--- src/rtl/stsreg_pkg.sv ---
package stsreg_pkg;
   localparam int unsigned STS_MAX_WIDTH = 32;

   typedef enum logic {KIND_EVENT = 1'b0, KIND_ALARM = 1'b1} bit_kind_e;

   // Selects which condition activity raises a bit's interrupt request.
   function automatic logic irq_trigger(input bit_kind_e kind, input logic once,
                                        input logic cond, input logic rise,
                                        input logic change);
      if (kind == KIND_ALARM) return change;
      else if (once)          return rise;
      else                    return cond;
   endfunction
endpackage

--- src/rtl/stsreg_edge.sv ---
module stsreg_edge #(
   parameter int unsigned WIDTH = 8
) (
   input  logic             clk,
   input  logic             rst_n,
   input  logic [WIDTH-1:0] cond_i,
   output logic [WIDTH-1:0] cond_q_o,
   output logic [WIDTH-1:0] rise_o,
   output logic [WIDTH-1:0] change_o
);
   logic [WIDTH-1:0] cond_q;

   always_ff @(posedge clk) begin
      if (!rst_n) cond_q <= '0;
      else        cond_q <= cond_i;
   end

   assign cond_q_o = cond_q;
   assign rise_o   = cond_i & ~cond_q;
   assign change_o = cond_i ^ cond_q;
endmodule

--- src/rtl/stsreg_cell.sv ---
module stsreg_cell
   import stsreg_pkg::*;
(
   input  logic clk,
   input  logic rst_n,
   input  logic cond_i,
   input  logic rise_i,
   input  logic change_i,
   input  logic alarm_i,
   input  logic once_i,
   input  logic clr_lat_i,
   input  logic clr_pend_i,
   output logic lat_o,
   output logic pend_o
);
   logic lat_q, pend_q, trig;

   assign trig = irq_trigger(bit_kind_e'(alarm_i), once_i, cond_i, rise_i, change_i);

   // A set in the same cycle as a clear takes priority.
   always_ff @(posedge clk) begin
      if (!rst_n) begin
         lat_q  <= 1'b0;
         pend_q <= 1'b0;
      end else begin
         lat_q  <= cond_i | (lat_q & ~clr_lat_i);
         pend_q <= trig | (pend_q & ~clr_pend_i);
      end
   end

   assign lat_o  = lat_q;
   assign pend_o = pend_q;
endmodule

--- src/rtl/stsreg_snapshot.sv ---
module stsreg_snapshot #(
   parameter int unsigned WIDTH = 8
) (
   input  logic             clk,
   input  logic             rst_n,
   input  logic             wr_i,
   input  logic [WIDTH-1:0] wmask_i,
   input  logic             rd_i,
   input  logic [WIDTH-1:0] lat_i,
   output logic [WIDTH-1:0] snap_o,
   output logic [WIDTH-1:0] sel_o,
   output logic [WIDTH-1:0] clr_lat_o,
   output logic [WIDTH-1:0] clr_pend_o
);
   logic [WIDTH-1:0] snap_q, sel_q;

   always_ff @(posedge clk) begin
      if (!rst_n) begin
         snap_q <= '0;
         sel_q  <= '0;
      end else if (wr_i) begin
         snap_q <= (wmask_i & lat_i) | (~wmask_i & snap_q);
         sel_q  <= wmask_i;
      end else if (rd_i) begin
         sel_q  <= '0;
      end
   end

   assign snap_o     = snap_q;
   assign sel_o      = sel_q;
   assign clr_lat_o  = rd_i ? (sel_q & snap_q) : '0;
   assign clr_pend_o = rd_i ? sel_q : '0;
endmodule

--- src/rtl/stsreg_latched.sv ---
module stsreg_latched
   import stsreg_pkg::*;
#(
   parameter int unsigned WIDTH   = 8,
   parameter bit          IRQ_REG = 1'b0
) (
   input  logic             clk,
   input  logic             rst_n,
   input  logic [WIDTH-1:0] cond_i,
   input  logic [WIDTH-1:0] alarm_kind_i,
   input  logic [WIDTH-1:0] one_shot_i,
   input  logic [WIDTH-1:0] irq_mask_i,
   input  logic             host_wr_i,
   input  logic [WIDTH-1:0] host_wdata_i,
   input  logic             host_rd_i,
   output logic [WIDTH-1:0] rd_data_o,
   output logic [WIDTH-1:0] rt_status_o,
   output logic             irq_n_o
);
   if (WIDTH < 1 || WIDTH > STS_MAX_WIDTH) begin : g_bad_width
      $error("stsreg_latched: WIDTH out of range");
   end

   logic [WIDTH-1:0] rise, change, lat_q, pend_q, sel_q, clr_lat, clr_pend;

   stsreg_edge #(.WIDTH(WIDTH)) u_edge (
      .clk(clk), .rst_n(rst_n), .cond_i(cond_i),
      .cond_q_o(rt_status_o), .rise_o(rise), .change_o(change)
   );

   for (genvar i = 0; i < WIDTH; i++) begin : g_cell
      stsreg_cell u_cell (
         .clk(clk), .rst_n(rst_n),
         .cond_i(cond_i[i]), .rise_i(rise[i]), .change_i(change[i]),
         .alarm_i(alarm_kind_i[i]), .once_i(one_shot_i[i]),
         .clr_lat_i(clr_lat[i]), .clr_pend_i(clr_pend[i]),
         .lat_o(lat_q[i]), .pend_o(pend_q[i])
      );
   end

   stsreg_snapshot #(.WIDTH(WIDTH)) u_snap (
      .clk(clk), .rst_n(rst_n),
      .wr_i(host_wr_i), .wmask_i(host_wdata_i), .rd_i(host_rd_i),
      .lat_i(lat_q), .snap_o(rd_data_o), .sel_o(sel_q),
      .clr_lat_o(clr_lat), .clr_pend_o(clr_pend)
   );

   if (IRQ_REG) begin : g_irq_flop
      logic irq_q;
      always_ff @(posedge clk) begin
         if (!rst_n) irq_q <= 1'b1;
         else        irq_q <= ~|(((pend_q & ~clr_pend) | (alarm_kind_i & change)
                                  | (~alarm_kind_i & one_shot_i & rise)
                                  | (~alarm_kind_i & ~one_shot_i & cond_i)) & irq_mask_i);
      end
      assign irq_n_o = irq_q;
   end else begin : g_irq_comb
      assign irq_n_o = ~|(pend_q & irq_mask_i);
   end
endmodule

--- config.mk ---
export PLATFORM = sky130hd
export DESIGN_NAME = stsreg_latched
export DESIGN_NICKNAME = d
export VERILOG_FILES = /design/src/rtl/stsreg_pkg.sv /design/src/rtl/stsreg_edge.sv /design/src/rtl/stsreg_cell.sv /design/src/rtl/stsreg_snapshot.sv /design/src/rtl/stsreg_latched.sv
export SDC_FILE = /design/constraint.sdc
export NUM_CORES = 1
export LEC_CHECK = 0
export BUFFER_PORTS_ARGS = -buffer_cell sky130_fd_sc_hd__buf_2
export CAP_MARGIN = 20
export CORE_MARGIN = 2
export CORE_UTILIZATION = 53
export DETAILED_ROUTE_END_ITERATION = 7
export GPL_TIMING_DRIVEN = 0
export PLACE_DENSITY = 0.8
export SLEW_MARGIN = 20
export SYNTH_ARGS = -nofsm -noshare
export SYNTH_HDL_FRONTEND = slang
export SYNTH_SLANG_ARGS = --single-unit
--- constraint.sdc ---
create_clock -name clk -period 1.9 [get_ports clk]
set_input_delay 0.38 -clock clk [delete_from_list [all_inputs] [get_ports clk]]
set_output_delay 0.38 -clock clk [all_outputs]
set_load 0.02 [all_outputs]
# Yosys cells after proc, flatten, opt, wreduce, memory -nomap -nowiden
# Cells that the tools add are included.
[word_totals] in_bits=44 ff_bits=40
[classes] bitwise_logic=57 reduce_logical=3 muxes=20
[op_table] operator="bitwise AND 8 bit" n=5
[op_table] operator="2-to-1 mux 8 bit" n=4
[op_table] operator="bitwise AND 1 bit" n=16
[op_table] operator="2-to-1 mux 1 bit" n=16
[op_table] operator="inverter 1 bit" n=16
[op_table] operator="inverter 8 bit" n=2
[op_table] operator="OR 1 bit" n=16
[op_table] operator="OR 8 bit" n=1
[op_table] operator="OR reduction 8 bit" n=1
[op_table] operator="bitwise XOR 8 bit" n=1
[op_table] operator="nonzero test 2 bit" n=1
[op_table] operator="zero test 1 bit" n=1

# Longest topological paths before layout
# Gate-level depths: netlist of run 1.
[depth] ltp_word=5 depth_mapped=5 depth_no_buf=5

# Cells and area by module
# Synthesis of run 1 repeated with hierarchy kept, for this count alone.
[hier_totals] hier_cells=209 area_unflattened_um2=1885.6
[by_module_without_submodules] mod="stsreg_snapshot" area_per_inst_um2=785.8 cells_per_inst=92 n_inst=1 seq_area_each_um2=320.3
[by_module_without_submodules] mod="stsreg_cell" area_per_inst_um2=86.3 cells_per_inst=9 n_inst=8 seq_area_each_um2=40.0
[by_module_without_submodules] mod="stsreg_edge" area_per_inst_um2=370.4 cells_per_inst=40 n_inst=1 seq_area_each_um2=160.2
[by_module_without_submodules] mod="stsreg_latched" area_per_inst_um2=38.8 cells_per_inst=5 n_inst=1 seq_area_each_um2=0.0

# Worst setup path before layout of run 1
# Ideal clock, no wire load.
[synth_path] kind="in2out" startpoint="input port irq_mask_i[0]" endpoint="output port irq_n_o" slack_ns=0.686 required_time_ns=1.520 arrival_time_ns=0.834 path_stages=2 path_buffers=0 path_cell_list="a22oi_1 and4_1"
[synth_via] elab_chain_cells=3
[synth_rtl] item="start: declaration" line="stsreg_latched.sv:12" text="input logic [WIDTH-1:0] irq_mask_i,"
[synth_rtl] item="bitwise AND 8 bit" line="stsreg_latched.sv:58" text="assign irq_n_o = ~|(pend_q & irq_mask_i);"
[synth_rtl] item="OR reduction 8 bit" line="stsreg_latched.sv:58"
[synth_rtl] item="zero test 1 bit" line="stsreg_latched.sv:58"
[synth_rtl] item="end: declaration" line="stsreg_latched.sv:18" text="output logic irq_n_o"
# Every way passes these cells.

# Worst setup path in the final report of run 1
[layout_path] startpoint="register g_cell[7].u_cell.pend_q" endpoint="output port irq_n_o"
[layout_via] elab_chain_cells=3
[layout_rtl] item="start: declaration" line="stsreg_cell.sv:16" text="logic lat_q, pend_q, trig;"
[layout_rtl] item="start signal: assignment" line="stsreg_cell.sv:27" text="pend_q <= trig | (pend_q & ~clr_pend_i);"
[layout_rtl] item="bitwise AND 8 bit" line="stsreg_latched.sv:58"
[layout_rtl] item="OR reduction 8 bit" line="stsreg_latched.sv:58"
[layout_rtl] item="zero test 1 bit" line="stsreg_latched.sv:58"
# Every way passes these cells.

==> reports/results.tsv, run 1 <==
stage	metric	value	unit
place	dp_cells	293	
timing	fin_crit_sh	0.892	
drt	num_vias	1537	
final_layout	diodes	0	
worst_setup_path	cp_data_required_time	1.52	ns
min_path	hold_start	cond_i[7]	
yosys	yosys_warnings	0	
worst_setup_path	cp-start-kind	register	
global_route	antenna_found_initial	0	
clock_network	clk_path_buf_depth	2	
drt	dr.pass1.iters	4	
yosys	syn_avg_cell_area	9.44	µm²
worst_setup_path	r2r_cells	4	
global_route	gr-total-overflow	0	
timing	fmax	590	MHz
global_route	grt_max_degree	12	
global_route	grt_first_pass_wirelength	6450	µm
floorplanning	die_h	62.2	µm
worst_setup_path	r2r_setup_slack	0.83	ns
floorplanning	dieArea	3870	µm²
final_layout	nets	306	
clock_network	clkLatencyLatePin	0.35	ns
pwr	peakVddDrop	427	µV
place	dp.final_hpwl	2820	µm
timing	rsz0062_at_grt	no	
drt	ant_nets	0	
timing	slew_violations	0	
min_path	hold_end	u_edge.cond_q_o[7]	
global_route	grt_pass1_vias	1440	
timing	slew_headroom	0.671	
yosys	synth_area	1790	µm²
timing	period_needed	1.69	ns
min_path	hold_depth	2	
yosys	synth_cell_type_count	20	
clock_network	cts_root_buf	clkbuf_4	
drt	wl_met1	1620	µm
place	place_congestion	0.750	
worst_setup_path	r2r-start	u_edge.cond_q_o[2]	
pwr	switching_share	0.259	
worst_setup_path	cp.arrival	1.31	ns
final_layout	layout_commonest_cell	buf_2	
floorplanning	core-area	3280	µm²
clock_network	cts_tree	built	
timing	finalSetupViolCount	0	
drt	wirelength	3710	µm
drt	met3_length	308	µm
floorplanning	rows	21	
place	port_buffers	57	
drt	highest_layer	met4	
final_layout	layout_common_cells	buf_2 (58), dfxtp_1 (40), nand2_1 (24)	
clock_network	clkSinkCount	40	
flow_run	drv_cap	0	
pwr	p_int	1.21	mW
pwr	p_sw	422	µW
pwr	clockPowerShare	0.269	
floorplanning	start_util	0.546	
final_layout	final_cells	301	
clock_network	clk_pin_slew	0.11	ns
drt	drc	0	
worst_setup_path	cp-end-kind	output port	
timing	max_slew.worst_pin.slew	0.493	ns
clock_network	htree_levels	2	
pwr	p_comb_frac	0.165	
clock_network	ctsResizeCount	0	
min_path	hold_path.class	input pin to register	
drt	drt-initial-drc-count	46	
run_status	status	finished, final reports clean	
worst_setup_path	r2r-end	g_cell[2].u_cell.pend_o	
drt	met2_wirelength	1720	µm
pwr	leakage	0.978	nW
timing	tns	0	ns
final_layout	drive_above_1_share	0.298	
timing	skew	0.00827	ns
yosys	ys_seq_elements	40	
drt	wl_per_cell	12.3	µm
worst_setup_path	critical_path_class	register to output port	
floorplanning	boundaryPins	61	
worst_setup_path	crit_path_max_fanout	2	
final_layout	areaGrowthSynthToFinish	22.4	%
clock_network	cts_setup_buffers	0	
yosys	ys_seq_area_frac	0.446	
final_layout	nFillCells	311	
timing	final_hold_viol_count	0	
clock_network	cts_buffers	5	
pwr	power.density	743	nW/µm²
floorplanning	fp.dieW	62.2	µm
clock_network	holdBufCountCts	0	
yosys	synth_nets	242	
pwr	power_frac_seq	0.566	
global_route	grt_usage	0.211	
yosys	synthCells	190	
drt	via_per_inst	5.11	
## Yosys cell counts
cell | count | area, µm²
a21boi_0 | 16 | 120
clkbuf_1 | 4 | 15.0
nor2b_1 | 16 | 100
dfxtp_1 | 40 | 801
o31a_1 | 8 | 70.1
a21boi_2 | 8 | 90.1
nor2_4 | 1 | 11.3
mux2i_1 | 8 | 80.1
and4_1 | 1 | 8.76
buf_6 | 2 | 22.5
nand2_1 | 24 | 90.1
and2_1 | 8 | 50.1
ha_1 | 8 | 100
buf_12 | 1 | 20.0
a22oi_1 | 4 | 30.0
nor2_1 | 8 | 30.0
inv_1 | 8 | 30.0
nand3_1 | 16 | 80.1
a21oi_1 | 8 | 40.0
buf_2 | 1 | 5.00
## metrics by stage
step | util | setup slack [ns] | total power, mW | cell area, µm² | hold WS, ns
floorplan | - | 0.686 | 1.10 | 1790 | 0.453
global placement | 0.651 | 0.412 | 1.20 | 2140 | 0.464
detailed placement | 0.651 | 0.405 | 1.21 | 2140 | 0.474
CTS | 0.669 | 0.186 | 1.65 | 2200 | 0.267
global route | 0.669 | 0.144 | 1.74 | 2200 | 0.264
finish | 0.669 | 0.205 | 1.63 | 2200 | 0.277
## cell families (layout without fill, tap and decap cells)
logic type | count (synthesis) | in the layout | share of synthesized area
adder cells (fa/ha/maj) | 8 | 8 | 0.0558
buffers and inverters | 16 | 81 | 0.0516
multiplexers | 8 | 8 | 0.0446
AO/OA/AOI/OAI | 44 | 44 | 0.195
AND/OR/NAND/NOR | 74 | 74 | 0.206
flip-flops | 40 | 40 | 0.446
## how the worst max path moves through the flow
stage                     cells after the start                     from  slack (ns)       to
after floorplan                               2            irq_mask_i[0]        0.69  irq_n_o
after global placement                        4            irq_mask_i[0]        0.41  irq_n_o
after detailed placement                      4            irq_mask_i[0]        0.41  irq_n_o
after CTS                                     3  g_cell[7].u_cell.pend_o        0.19  irq_n_o
after global routing                          3  g_cell[7].u_cell.pend_o        0.14  irq_n_o
final                                         3  g_cell[7].u_cell.pend_o        0.21  irq_n_o
## worst max-delay path, cell delays in order (launching register included)
cell	delay, ns
dfxtp_1	0.34
a22oi_1	0.24
and4_1	0.23
buf_2	0.16
## layer usage
layer | track usage | vias up
li1 | - | 776
met1 | 0.255 | 696
met2 | 0.353 | 58
met3 | 0.0688 | 7
met4 | 0.0750 | 0
met5 | 0 | -
## layout make-up
cell class	count	area (µm²)	share of cell area
well taps	46	57.6	0.0262
inverters	8	30.0	0.0137
repair buffers	57	285	0.130
flip-flops and latches	40	801	0.365
multi-input cells	134	901	0.410
clock buffers	8	58.8	0.0268
plain buffers	8	62.6	0.0285
## power by group through the flow
stage	registers, mW	logic, mW	clock network [mW]
floorplan	0.954	0.150	0
global placement	0.939	0.266	0
detailed placement	0.941	0.273	0
CTS	0.923	0.274	0.455
global route	0.932	0.303	0.502
finish	0.923	0.270	0.438
Power figures use the tool's default switching activity.
==> inputs of run 2 (changes only) <==
- BUFFER_PORTS_ARGS: -buffer_cell sky130_fd_sc_hd__buf_2 -> default
- CORE_UTILIZATION: 53 -> 60
- DONT_BUFFER_PORTS: default -> 1
- PLACE_DENSITY: 0.8 -> 0.72
==> run 2 against run 1 <==
  * The flow now finishes with violations (DRC)
  * Power fell by 7.2%
  * Clock skew shrank 0.0038 ns
  * Critical path depth shrank 1
  * Sequential cell count unchanged
  * Critical endpoint unchanged
  * Largest power group unchanged
  * Highest routed layer unchanged
==> reports/results.tsv, run 2 (synthesis gave the netlist of run 1 again) <==
stage	metric	value	unit
run_status	status	complete, but fails checks	
run_status	violations	DRC	
drt	dr.pass1.iters	7	
clock_network	clkLatencyLatePin	0.34	ns
final_layout	regArea	801	µm²
timing	slew_headroom	0.677	
clock_network	htree_levels	2	
place	dp.final_hpwl	2880	µm
global_route	antenna_found_initial	0	
global_route	grt_first_pass_wirelength	6220	µm
worst_setup_path	cpPeakStageDelay	0.37	ns
clock_network	clkSinkCount	40	
worst_setup_path	crit_path_max_fanout	2	
worst_setup_path	cp-end-kind	output port	
drt	num_vias	1333	
worst_setup_path	critical_path_class	register to output port	
worst_setup_path	cp_data_required_time	1.52	ns
final_layout	layout_common_cells	dfxtp_1 (40), nand2_1 (24), nand3_1 (16), nor2b_1 (16), a21boi_0 (16)	
drt	via_per_inst	5.85	
clock_network	clk_pin_slew	0.10	ns
final_layout	areaGrowthSynthToFinish	4.74	%
clock_network	clk_path_buf_depth	2	
floorplanning	fp.dieW	58.7	µm
clock_network	cts_tree	built	
worst_setup_path	r2r-start	u_edge.cond_q_o[6]	
pwr	peakVddDrop	464	µV
final_layout	nets	249	
final_layout	nFillCells	252	
clock_network	cts_setup_buffers	0	
drt	drt-initial-drc-count	53	
final_layout	drive_above_1_share	0.0964	
min_path	hold_start	cond_i[6]	
place	port_buffers	0	
timing	period_needed	1.71	ns
timing	hold-worst-slack	0.153	ns
worst_setup_path	cp.arrival	1.33	ns
timing	rsz0062_at_grt	no	
drt	drc	5	
floorplanning	rows	19	
timing	worst_slack	0.187	ns
global_route	gr-total-overflow	0	
final_layout	layout_commonest_cell	dfxtp_1	
global_route	grt_pass1_vias	1413	
flow_run	drv_cap	0	
clock_network	holdBufCountCts	0	
floorplanning	boundaryPins	61	
timing	tns	0	ns
clock_network	cts_root_buf	clkbuf_4	
global_route	grt_usage	0.245	
timing	slew_violations	0	
worst_setup_path	path_cells	a22oi_1 > and4_1	
clock_network	cts_buffers	5	
worst_setup_path	critical_path.slowest_cell	and4_1	
drt	wirelength	3800	µm
floorplanning	core-area	2810	µm²
floorplanning	die_h	58.7	µm
place	place_congestion	0.769	
clock_network	ctsResizeCount	0	
timing	fin_crit_sh	0.902	
floorplanning	dieArea	3440	µm²
floorplanning	start_util	0.640	
worst_setup_path	crit_start	g_cell[5].u_cell.pend_o	
timing	skew	0.00452	ns
worst_setup_path	cp-start-kind	register	
pwr	power.density	805	nW/µm²
final_layout	diodes	0	
drt	wl_per_cell	16.7	µm
final_layout	multi_input_area	901	µm²
drt	ant_nets	0	
pwr	p_total	1.51	mW
global_route	grt_max_degree	12	
timing	final_hold_viol_count	0	
place	pre_cts_ws	0.524	ns
timing	max_slew.worst_pin.slew	0.484	ns
timing	fmax	584	MHz
timing	finalSetupViolCount	0	
min_path	hold_path.class	input pin to register	
pwr	leakage	0.730	nW
run 2: area by class of cell:
cell class	count	area share
multi-input cells	134	0.479
clock buffers	6	0.0220
plain buffers	8	0.0333
inverters	8	0.0160
clock inverters	1	0.00266
flip-flops and latches	40	0.426
well taps	31	0.0206
run 2: final timing paths:
kind                                  end  slack (ns)  depth (start not counted)
setup / recovery                  irq_n_o        0.19                          2
hold / removal         u_edge.cond_q_o[6]        0.15                          1
setup reg to reg  g_cell[6].u_cell.pend_o        0.60                          5
hold reg to reg                  register        0.48                          2
run 2: worst max-delay path, delay by kind of cell (launching register included):
family	cells	cell delay, ns
and+or+nand+nor	1	0.37
DFF	1	0.33
AOI/OAI and AO/OA	1	0.30
run 2: where the power goes:
group / total (mW) / leakage, nW / internal, mW / switching (mW)
logic: 0.183 / 0.370 / 0.0943 / 0.0888
registers: 0.946 / 0.332 / 0.892 / 0.0543
clock network: 0.384 / 0.0281 / 0.136 / 0.248
run 2: layer usage:
metal  share of wire  global-route usage  vias up
met5               0                   0        -
met2            0.50               0.440       56
li1                -                   -      666
met3           0.089              0.0901        4
met1            0.40               0.274      607
met4          0.0066              0.0584        0
run 2: stage by stage:
step | std cells | util | instance area, µm²
6_report | 228 | 0.670 | 1880
5_1_grt | 228 | 0.670 | 1880
4_1_cts | 228 | 0.670 | 1880
3_5_place_dp | 221 | 0.653 | 1830
3_3_place_gp | 221 | 0.653 | 1830
2_1_floorplan | 190 | - | 1790
==> inputs of run 3 (changes only) <==
- CORE_UTILIZATION: 60 -> 55
- PLACE_DENSITY: 0.72 -> 0.69
- clock period: 1.9 -> 1.4 ns (I/O delays scaled with it)
==> run 3 against run 2 <==
  * The run ends with setup timing left
  * Sequential cell count unchanged
  * Global-route usage is 1.9 points lower
  * Power increased by 42%
  * Final cell count rose by 6.1%
  * Count of clock-buffer cells in the layout grew 2
  * Sequential share of layout area decreased by 0.88 points
  * Critical endpoint unchanged
  * Largest cell class unchanged
==> reports/results.tsv, run 3 (synthesis gave the netlist of run 1 again) <==
stage	metric	value	unit
floorplanning	core-area	3080	µm²
worst_setup_path	path_cells	a22oi_2 > and4_4	
final_layout	final_area	1920	µm²
global_route	grt_max_degree	12	
timing	rsz0062_at_grt	yes	
worst_setup_path	r2r-start	u_edge.cond_q_o[6]	
worst_setup_path	critical_path.slowest_cell	dfxtp_1	
flow_run	drv_cap	0	
timing	hold-worst-slack	0.0404	ns
drt	via_per_inst	5.60	
pwr	power.density	1120	nW/µm²
worst_setup_path	r2r_cells	5	
timing	fin_crit_sh	1.06	
drt	drc	0	
final_layout	drive_above_1_share	0.116	
worst_setup_path	cp_data_required_time	1.12	ns
drt	wl_per_cell	15.9	µm
final_layout	areaGrowthSynthToFinish	7.11	%
place	dp.final_hpwl	2920	µm
pwr	peakVddDrop	833	µV
run_status	status	complete, but fails checks	
floorplanning	boundaryPins	61	
timing	period_needed	1.49	ns
drt	ant_nets	0	
floorplanning	start_util	0.583	
pwr	p_total	2.14	mW
global_route	grt_usage	0.226	
place	port_buffers	0	
global_route	antenna_found_initial	0	
drt	drt-initial-drc-count	20	
worst_setup_path	critical_path_class	register to output port	
final_layout	final_util	0.624	
worst_setup_path	r2r-end	g_cell[6].u_cell.pend_o	
min_path	hold_start	cond_i[0]	
drt	dr.pass1.iters	4	
global_route	grt_pass1_vias	1383	
clock_network	clk_pin_slew	0.11	ns
final_layout	nFillCells	266	
final_layout	layout_common_cells	dfxtp_1 (39), nand2_1 (24), nand3_1 (16), nor2b_1 (16), a21boi_0 (16)	
worst_setup_path	cp.arrival	1.21	ns
timing	worst_slack	-0.0893	ns
timing	skew	0.00659	ns
timing	final_hold_viol_count	0	
pwr	leakage	0.737	nW
worst_setup_path	path_buf_inv	0	
place	place_congestion	0.681	
drt	num_vias	1354	
place	placed_area	1850	µm²
clock_network	cts_buffers	5	
run_status	violations	setup timing	
clock_network	clkLatencyLatePin	0.35	ns
worst_setup_path	cp-end-kind	output port	
floorplanning	dieArea	3740	µm²
clock_network	clk_path_buf_depth	2	
clock_network	clkSinkCount	40	
timing	max_slew.worst_pin.slew	0.497	ns
min_path	hold_path.class	input pin to register	
timing	finalSetupViolCount	1	
worst_setup_path	cp-start-kind	register	
floorplanning	fp.dieW	61.1	µm
final_layout	nets	249	
global_route	grt_first_pass_wirelength	5910	µm
worst_setup_path	crit_family	flip-flops	
min_path	hold_depth	1	
clock_network	htree_levels	2	
final_layout	diodes	0	
timing	slew_violations	0	
worst_setup_path	r2r_setup_slack	0.15	ns
clock_network	cts_tree	built	
min_path	hold_end	u_edge.cond_q_o[0]	
timing	slew_headroom	0.669	
floorplanning	die_h	61.1	µm
global_route	gr-total-overflow	0	
drt	wirelength	3840	µm
final_layout	layout_commonest_cell	dfxtp_1	
floorplanning	rows	20	
clock_network	cts_root_buf	clkbuf_4	
timing	fmax	671	MHz
worst_setup_path	crit_path_max_fanout	2	
worst_setup_path	cpPeakStageDelay	0.34	ns
-- run 3: cell count changes in the layout (fill, tap and decap cells not counted) --
cell | before | now
clkbuf_8 | 0 | 1
dfxtp_2 | 0 | 1
a22oi_2 | 0 | 2
a22oi_1 | 4 | 2
and4_1 | 1 | 0
and4_4 | 0 | 1
dfxtp_1 | 40 | 39
clkinv_2 | 1 | 0
clkbuf_1 | 5 | 6
-- run 3: per-stage QoR --
step                instances  setup slack, ns  setup TNS [ns]
floorplan                 190            0.231               0
global placement          234            0.182               0
detailed placement        234            0.151               0
CTS                       242          -0.0961         -0.0961
global route              242           -0.125          -0.125
finish                    242          -0.0893         -0.0893
-- run 3: worst max path at each step --
stage,startpoint,to,slack (ns),cells after the start
after floorplan,u_edge.cond_q_o[0],g_cell[0].u_cell.pend_o,0.23,4
after global placement,g_cell[5].u_cell.pend_o,irq_n_o,0.18,2
after detailed placement,u_edge.cond_q_o[6],g_cell[6].u_cell.pend_o,0.15,5
after CTS,g_cell[5].u_cell.pend_o,irq_n_o,-0.1,2
after global routing,g_cell[7].u_cell.pend_o,irq_n_o,-0.12,2
final,g_cell[7].u_cell.pend_o,irq_n_o,-0.09,2
-- run 3: final cells by class --
cell class,count,area (µm²),area share
multi-input cells,134,913,0.475
flip-flops and latches,40,802,0.417
plain buffers,8,62.6,0.0326
clock buffers,8,58.8,0.0306
well taps,44,55.1,0.0286
inverters,8,30.0,0.0156
-- run 3: power breakdown --
part	leakage, nW	switching (mW)	internal, mW
logic	0.373	0.122	0.134
clock network	0.0326	0.355	0.248
registers	0.332	0.0736	1.21
-- run 3: per-layer routing --
layer | global-route usage | vias to the layer above | share of wire
met3 | 0.0882 | 7 | 0.088
met2 | 0.407 | 49 | 0.50
met5 | 0 | - | 0
met1 | 0.229 | 632 | 0.39
met4 | 0.0994 | 0 | 0.017
li1 | - | 666 | -
-- run 3: what timing repair did --
| item | in CTS | in global routing |
|---|---|---|
| endpoints found under the setup margin | 1 | 1 |
| hold buffers | 0 | 0 |
| resized for setup | 4 | 1 |
| buffers inserted | 0 | 0 |
| pin swaps | 3 | 1 |
